<file path="config.mk">
export PLATFORM = sky130hd
export DESIGN_NAME = id_rom_i2c_target
export DESIGN_NICKNAME = d
export VERILOG_FILES = /design/src/rtl/id_rom_pkg.sv /design/src/rtl/id_rom_glitch_filter.sv /design/src/rtl/id_rom_bus_events.sv /design/src/rtl/id_rom_store.sv /design/src/rtl/id_rom_i2c_target.sv
export SDC_FILE = /design/constraint.sdc
export NUM_CORES = 1
export LEC_CHECK = 0
export BUFFER_PORTS_ARGS = -buffer_cell sky130_fd_sc_hd__clkbuf_2
export CAP_MARGIN = 20
export CORE_AREA = 2 2 69 71
export DETAILED_ROUTE_END_ITERATION = 12
export DIE_AREA = 0 0 71 73
export GPL_TIMING_DRIVEN = 0
export HOLD_SLACK_MARGIN = 0.1
export PLACE_DENSITY = 0.7
export SETUP_SLACK_MARGIN = 0.15
export SLEW_MARGIN = 30
export SYNTH_ARGS = -nofsm -noshare
export SYNTH_HDL_FRONTEND = slang
export SYNTH_HIERARCHICAL = 1
export SYNTH_SLANG_ARGS = --single-unit
</file>
<file path="constraint.sdc">
create_clock -name clk -period 3.7 [get_ports clk]
set_input_delay 0.555 -clock clk [delete_from_list [all_inputs] [get_ports clk]]
set_output_delay 0.555 -clock clk [all_outputs]
set_load 0.01 [all_outputs]
</file>
<file path="src/rtl/id_rom_pkg.sv">
package id_rom_pkg;
    localparam int ROM_LAST = 16;
    localparam int PTR_W    = $clog2(ROM_LAST + 1);

    typedef enum logic [2:0] {
        ST_IDLE, ST_ADDR, ST_ADDR_ACK, ST_PTR, ST_PTR_ACK, ST_TX, ST_TX_ACK, ST_IGNORE
    } tgt_state_e;

    typedef struct packed {
        tgt_state_e         state;
        logic [7:0]         shreg;
        logic [3:0]         bitcnt;
        logic [PTR_W-1:0]   ptr;
        logic               is_read;
        logic               mst_ack;
        logic               sda_oe;
    } tgt_regs_t;
endpackage

</file>
<file path="src/rtl/id_rom_glitch_filter.sv">
module id_rom_glitch_filter #(
    parameter int SYNC_STAGES = 2,
    parameter int TAPS        = 3
) (
    input  logic clk,
    input  logic rst_n,
    input  logic line_i,
    output logic line_o
);
    localparam int HALF = TAPS / 2;

    logic [SYNC_STAGES-1:0] sync_d, sync_q;
    logic [TAPS-1:0]        hist_d, hist_q;
    logic                   line_d, line_q;

    always_comb begin
        sync_d = {sync_q[SYNC_STAGES-2:0], line_i};
        hist_d = {hist_q[TAPS-2:0], sync_q[SYNC_STAGES-1]};
        line_d = ($countones(hist_q) > HALF);
    end

    always_ff @(posedge clk or negedge rst_n) begin
        if (!rst_n) begin
            sync_q <= '1;
            hist_q <= '1;
            line_q <= 1'b1;
        end else begin
            sync_q <= sync_d;
            hist_q <= hist_d;
            line_q <= line_d;
        end
    end

    assign line_o = line_q;


    single_pulse_reject_chk: assert property (@(posedge clk) disable iff (!rst_n)
        (hist_q == 3'b010) |=> !line_q);
endmodule

</file>
<file path="src/rtl/id_rom_bus_events.sv">
module id_rom_bus_events (
    input  logic clk,
    input  logic rst_n,
    input  logic scl_f,
    input  logic sda_f,
    output logic start_o,
    output logic stop_o,
    output logic scl_rise_o,
    output logic scl_fall_o
);
    logic scl_prev_q, sda_prev_q;

    always_ff @(posedge clk or negedge rst_n) begin
        if (!rst_n) begin
            scl_prev_q <= 1'b1;
            sda_prev_q <= 1'b1;
        end else begin
            scl_prev_q <= scl_f;
            sda_prev_q <= sda_f;
        end
    end

    always_comb begin
        start_o    = scl_f && scl_prev_q && sda_prev_q && !sda_f;
        stop_o     = scl_f && scl_prev_q && !sda_prev_q && sda_f;
        scl_rise_o = scl_f && !scl_prev_q;
        scl_fall_o = !scl_f && scl_prev_q;
    end

    start_stop_excl_chk: assert property (@(posedge clk) disable iff (!rst_n)
        !(start_o && stop_o));
endmodule

</file>
<file path="src/rtl/id_rom_store.sv">
module id_rom_store
    import id_rom_pkg::*;
(
    input  logic [PTR_W-1:0] idx_i,
    output logic [7:0]       data_o
);
    always_comb begin
        unique case (idx_i)
            5'd0:  data_o = 8'h44;
            5'd1:  data_o = 8'h50;
            5'd2:  data_o = 8'h2D;
            5'd3:  data_o = 8'h48;
            5'd4:  data_o = 8'h44;
            5'd5:  data_o = 8'h4D;
            5'd6:  data_o = 8'h49;
            5'd7:  data_o = 8'h20;
            5'd8:  data_o = 8'h41;
            5'd9:  data_o = 8'h44;
            5'd10: data_o = 8'h41;
            5'd11: data_o = 8'h50;
            5'd12: data_o = 8'h54;
            5'd13: data_o = 8'h4F;
            5'd14: data_o = 8'h52;
            5'd15: data_o = 8'h04;
            default: data_o = 8'hFF;
        endcase
    end
endmodule

</file>
<file path="src/rtl/id_rom_i2c_target.sv">
module id_rom_i2c_target
    import id_rom_pkg::*;
#(
    parameter logic [6:0] TGT_ADDR    = 7'b1000000,
    parameter int         SYNC_STAGES = 2,
    parameter int         FILT_TAPS   = 3
) (
    input  logic clk,
    input  logic rst_n,
    input  logic enable,
    input  logic scl_i,
    input  logic sda_i,
    output logic sda_oe_o
);
    localparam logic [PTR_W-1:0] LAST_IDX = PTR_W'(ROM_LAST);

    logic scl_f, sda_f;
    logic start_evt, stop_evt, scl_rise, scl_fall;
    logic [PTR_W-1:0] ptr_inc, rom_idx;
    logic [7:0] rom_data;
    tgt_regs_t r_d, r_q;

    id_rom_glitch_filter #(.SYNC_STAGES(SYNC_STAGES), .TAPS(FILT_TAPS)) scl_filt_i (
        .clk(clk), .rst_n(rst_n), .line_i(scl_i), .line_o(scl_f));
    id_rom_glitch_filter #(.SYNC_STAGES(SYNC_STAGES), .TAPS(FILT_TAPS)) sda_filt_i (
        .clk(clk), .rst_n(rst_n), .line_i(sda_i), .line_o(sda_f));

    id_rom_bus_events events_i (
        .clk(clk), .rst_n(rst_n), .scl_f(scl_f), .sda_f(sda_f),
        .start_o(start_evt), .stop_o(stop_evt),
        .scl_rise_o(scl_rise), .scl_fall_o(scl_fall));

    assign ptr_inc = (r_q.ptr >= LAST_IDX) ? LAST_IDX : r_q.ptr + 1'b1;
    assign rom_idx = (r_q.state == ST_TX_ACK) ? ptr_inc : r_q.ptr;

    id_rom_store rom_i (.idx_i(rom_idx), .data_o(rom_data));

    always_comb begin
        r_d = r_q;
        if (!enable) begin
            r_d = '0;
            r_d.state = ST_IDLE;
        end else if (stop_evt) begin
            r_d.state  = ST_IDLE;
            r_d.ptr    = '0;
            r_d.sda_oe = 1'b0;
        end else if (start_evt) begin
            r_d.state  = ST_ADDR;
            r_d.bitcnt = '0;
            r_d.sda_oe = 1'b0;
        end else begin
            unique case (r_q.state)
                ST_ADDR, ST_PTR: begin
                    if (scl_rise) begin
                        r_d.shreg  = {r_q.shreg[6:0], sda_f};
                        r_d.bitcnt = r_q.bitcnt + 1'b1;
                    end else if (scl_fall && r_q.bitcnt == 4'd8) begin
                        r_d.bitcnt = '0;
                        if (r_q.state == ST_PTR) begin
                            r_d.ptr    = (r_q.shreg > 8'(ROM_LAST)) ? LAST_IDX
                                                                    : r_q.shreg[PTR_W-1:0];
                            r_d.sda_oe = 1'b1;
                            r_d.state  = ST_PTR_ACK;
                        end else if (r_q.shreg[7:1] == TGT_ADDR) begin
                            r_d.is_read = r_q.shreg[0];
                            r_d.sda_oe  = 1'b1;
                            r_d.state   = ST_ADDR_ACK;
                        end else begin
                            r_d.state = ST_IGNORE;
                        end
                    end
                end
                ST_ADDR_ACK: begin
                    if (scl_fall) begin
                        r_d.bitcnt = '0;
                        if (r_q.is_read) begin
                            r_d.shreg  = rom_data;
                            r_d.sda_oe = !rom_data[7];
                            r_d.state  = ST_TX;
                        end else begin
                            r_d.sda_oe = 1'b0;
                            r_d.state  = ST_PTR;
                        end
                    end
                end
                ST_PTR_ACK: begin
                    if (scl_fall) begin
                        r_d.sda_oe = 1'b0;
                        r_d.state  = ST_IGNORE;
                    end
                end
                ST_TX: begin
                    if (scl_fall) begin
                        if (r_q.bitcnt == 4'd7) begin
                            r_d.bitcnt = '0;
                            r_d.sda_oe = 1'b0;
                            r_d.state  = ST_TX_ACK;
                        end else begin
                            r_d.bitcnt = r_q.bitcnt + 1'b1;
                            r_d.shreg  = {r_q.shreg[6:0], 1'b0};
                            r_d.sda_oe = !r_q.shreg[6];
                        end
                    end
                end
                ST_TX_ACK: begin
                    if (scl_rise) begin
                        r_d.mst_ack = !sda_f;
                    end else if (scl_fall) begin
                        if (r_q.mst_ack) begin
                            r_d.ptr    = ptr_inc;
                            r_d.shreg  = rom_data;
                            r_d.sda_oe = !rom_data[7];
                            r_d.state  = ST_TX;
                        end else begin
                            r_d.state = ST_IGNORE;
                        end
                    end
                end
                default: ;
            endcase
        end
    end

    always_ff @(posedge clk or negedge rst_n) begin
        if (!rst_n) begin
            r_q       <= '0;
            r_q.state <= ST_IDLE;
        end else begin
            r_q <= r_d;
        end
    end

    assign sda_oe_o = r_q.sda_oe;


    enable_low_release_chk: assert property (@(posedge clk) disable iff (!rst_n)
        !enable |=> !sda_oe_o);

    drive_when_scl_low_chk: assert property (@(posedge clk) disable iff (!rst_n)
        $rose(sda_oe_o) |-> !$past(scl_f));

    stop_clears_ptr_chk: assert property (@(posedge clk) disable iff (!rst_n)
        stop_evt |=> (r_q.ptr == '0));

    ptr_bounded_chk: assert property (@(posedge clk) disable iff (!rst_n)
        r_q.ptr <= LAST_IDX);

    ignore_silent_chk: assert property (@(posedge clk) disable iff (!rst_n)
        (r_q.state == ST_IGNORE && !$past(scl_fall)) |-> !sda_oe_o);
endmodule

</file>
==> impl_summary.log <==
[metrics] status: finished, final reports clean
[metrics] total vias in the final route: approximately 2000
[metrics] Final Power: 1.53 mW
[metrics] multiplexer area fraction after synthesis: 2.68%
[metrics] initial core utilization: a little over half
[metrics] Pre-Repair DR Iteration Count: 4
[metrics] post-route non-filler standard cell count: 328
[metrics] power density normalized to cell area: ~600 nW/um^2
[metrics] total standard cell area after synthesis: 2380 sq um
[metrics] hold crit path type: input port to asynchronous set/reset pin
[metrics] slowest stage cell, crit path: dfrtp_1
[metrics] worst reg2reg path startpoint: r_q[21]$_DFFE_PN0P_
[metrics] Critical Path Fanout Max: 10
[metrics] x dimension of the die: 71 microns
[metrics] Total GRT Usage: 21.6%
[metrics] highest clock frequency the design can meet: between 300 and 400 MHz
[metrics] row count: 25
[metrics] fraction of layout cells with a size suffix above 1: between 10% and 20%
[metrics] launch point of the critical path: r_q[21]$_DFFE_PN0P_
[metrics] number of DRC markers after the initial detailed-route iteration: between 200 and 250
[metrics] CP max stage delay: 0.41 ns
[metrics] Worst R2R Setup Slack: between 0.5 and 0.6 ns
[metrics] timing endpoint of the critical path: r_q[12]$_DFFE_PN0P_
[metrics] most common flop cell mapped by yosys: dfrtp_1
[metrics] placeable core region: approximately 4500 sq um
[metrics] Setup Viol. Count Final: 0
[metrics] core occupancy in the finished layout: between 50% and 60%
[metrics] post-synthesis to final-layout area growth: 7.58%
[metrics] Post-CTS Hold Fix Bufs: 0
[metrics] sort of element at the end of the critical path: flop
[metrics] Warnings, synthesis: 6
[metrics] slew at the pin closest to its max-slew limit: around 0.81 ns
[metrics] total negative slack for setup checks: 0 ns
[metrics] top cell type by total area after synthesis: dfrtp_1
[metrics] number of gates given a new drive strength after cts: 0
[metrics] TritonCTS clock tree: yes
[metrics] adder-cell area share of the yosys netlist: around 7%
[metrics] post-detailed-route via-to-cell ratio: a little over 6
[metrics] detailed placement HPWL: between 3 and 4 mm
[metrics] synthesized area per cell: ~9.1 sq um
[metrics] detailed-route wire length per cell: approximately 15 microns
[metrics] number of global-route vias before repair: around 1900
[metrics] root buffer cell: clkbuf_8
[metrics] Arrival @ worst endpoint: 3.41 ns
[metrics] Die Area: roughly 5200 sq um
[metrics] routability congestion estimate from global placement: between 0.9 and 1
[metrics] number of diodes added for antenna fixing: 0
[metrics] area fraction of the dominant cell type after synthesis: ~24%
[metrics] wire length of the first global-routing pass: 8.78 mm
[metrics] maximum root-to-sink buffer count: 2
[metrics] number of CTS-inserted buffers: 5
[metrics] Total Nets Final: 291
[metrics] number of maximum-capacitance constraint violations: 0
[metrics] number of antenna violations at the first check in global routing: 0
[metrics] largest net degree at the start of global routing: 38
[metrics] number of enable-type register cells in the synthesized netlist: 0
[metrics] sequential area share after synthesis: between 30% and 40%
[metrics] synth top area cells: dfrtp_1 24%, dfstp_2 15%, ha_1 6.8%
[metrics] die height: 73 microns
[metrics] post-synthesis compound-gate area fraction: a little under a quarter
[metrics] Final Slew Violations: 0
[metrics] capture point of the worst reg-to-reg path: r_q[12]$_DFFE_PN0P_
[metrics] Finished Cell Area: approximately 2600 sq um
[metrics] combinational family with the most area after synthesis: compound AO/OA/AOI/OAI gates
[metrics] worst setup skew after layout: between 0.006 and 0.007 ns
[metrics] final wirelength: 5.06 mm
[metrics] Simple-Gate Fraction of Synth Area: between 20% and 30%
[metrics] number of cells produced by synthesis: approximately 260
[metrics] quantity of I/O buffers inserted on ports: 4
[metrics] Final Hold Violating Endpoints: 0
[metrics] Residual DRC: 0
[metrics] post-CTS setup buffers: 0
[metrics] count of fill cells added during filler insertion: roughly 410
[metrics] number of unique standard cell types used by synthesis: just under 60
[metrics] data required time of the critical path: around 3.9 ns
[metrics] Congestion Overflow GR: 0
[metrics] clock sinks: 37
[metrics] Worst Setup Start Kind: flop
[metrics] placed cell area: about 2500 sq um
[metrics] worst-skew pair later-pin latency: approximately 0.30 ns
[metrics] placed instance count: 320
[metrics] reported leakage power: 1.07 nW
[metrics] min Tclk post-route: 3.18 ns
[metrics] Final period util: 86.0%
[metrics] xor and xnor fraction of the mapped netlist area: less than 1%
[metrics] Peak supply drop: 0.286 mV
[metrics] most frequent cells after synthesis: 29 x nand2_1, 29 x nor2_1, 23 x dfrtp_1, 14 x dfstp_2, 13 x ha_1
[metrics] reg2reg path depth: 14
[metrics] total I/O pin count: 6
[metrics] cell breakdown of the critical path: buf_2, nor2b_1, nand2_1, clkbuf_1, nor2_1, a22o_1, inv_1, ha_1, nand2b_1, a32oi_1, o221ai_1, nor2_1, nand2_1, o21ai_1
[metrics] maximum level of the CTS H-tree: 2
[metrics] number of storage elements in the synthesis netlist: 37
[metrics] max-slew headroom at the worst pin: between 40 and 50%
[metrics] Worst-path clk slew: about 0.080 ns
[metrics] antenna violation net count after detailed routing: 0
[metrics] worst setup path class: flop to flop
[metrics] post-synthesis async set-or-reset flop share: 100%
[metrics] unrepaired setup endpoints after global routing: false
[metrics] synthesized netlist net count: between 200 and 300
## how the worst min path moves through the flow
stage / from / end / slack [ns]
CTS: scl_i / scl_filt_i/sync_q[0]$_DFF_PN1_ / 0.32
floorplan: rst_n / r_q[10]$_DFFE_PN0P_ / 0.26
finish: rst_n / r_q[11]$_DFFE_PN0P_ / 0.33
global route: sda_i / sda_filt_i/sync_q[0]$_DFF_PN1_ / 0.31
global placement: scl_filt_i/sync_q[1]$_DFF_PN1_ / scl_filt_i/hist_q[0]$_DFF_PN1_ / 0.35
detailed placement: sda_filt_i/sync_q[1]$_DFF_PN1_ / sda_filt_i/hist_q[0]$_DFF_PN1_ / 0.35
## routing by layer
metal / GRT usage [%] / wire length, microns / vias up
li1: - / - / 983
met1: 29.8 / 2420 / 950
met2: 33.7 / 2200 / 69
met3: 4.56 / 340 / 9
met4: 7.97 / 93 / 0
met5: 0 / 0 / -
## cells by family (layout without fill, tap and decap cells)
logic type	count (synthesis)	count (layout)
compound gates	76	76
xor+xnor	2	2
mux	6	6
buf+inv	24	36
fa+ha+maj	13	13
flops	37	37
simple gates	104	104
## where the power goes
part	total [mW]	internal [mW]	switching, mW
Combinational	0.669	0.250	0.419
Sequential	0.560	0.481	0.0786
Clock	0.303	0.138	0.165
Total	1.53	0.869	0.663
## area by class of cell
class | count | area (sq um) | share of cell area, %
buffer | 13 | 61.3 | 2.40
tap | 54 | 67.6 | 2.64
clock buffer | 5 | 68.8 | 2.69
sequential | 37 | 943 | 36.9
timing repair buffer | 4 | 20.0 | 0.783
inverter | 11 | 41.3 | 1.61
multi-input combinational | 201 | 1330 | 52.1
clock inverter | 3 | 23.8 | 0.930
## registers in the layout (all words and copies together), names as in the netlist
name,cells
r_q,22
scl_filt_i/hist_q,3
sda_filt_i/hist_q,3
scl_filt_i/sync_q,2
sda_filt_i/sync_q,2
events_i/scl_prev_q,1
events_i/sda_prev_q,1
scl_filt_i/line_o,1
sda_filt_i/line_o,1
sda_oe_o,1
## per-stage QoR
stage / hold WS [ns] / setup slack (ns)
6_report: 0.330 / 0.517
5_1_grt: 0.310 / 0.259
4_1_cts: 0.318 / 0.533
3_5_place_dp: 0.348 / 0.587
3_3_place_gp: 0.346 / 0.615
2_1_floorplan: 0.259 / 1.10
## worst max-delay path, delay by kind of cell, from the launching register on
kind,cells,cell delay (ns)
compound gates,4,0.77
flops,1,0.41
simple gates,6,0.98
fa+ha+maj,1,0.32
buf+inv,3,0.62
## layout by cell type, fill, tap and decap left out, types with 3 or more instances in the layout
cell / instances
nand3_1: 6
ha_1: 13
inv_1: 11
nand2_1: 29
a221oi_1: 4
o21ai_1: 5
o21a_1: 3
mux2i_1: 3
a311oi_1: 8
dfstp_2: 14
clkbuf_1: 7
buf_2: 5
nor2_1: 29
a211oi_1: 5
o211ai_1: 3
clkbuf_2: 3
clkbuf_8: 5
o22ai_1: 3
a21o_1: 5
o21ai_0: 8
a21oi_1: 10
nor2b_1: 6
nand2b_1: 10
nor3_1: 4
dfrtp_1: 23
(Power assumes the default switching activity.)
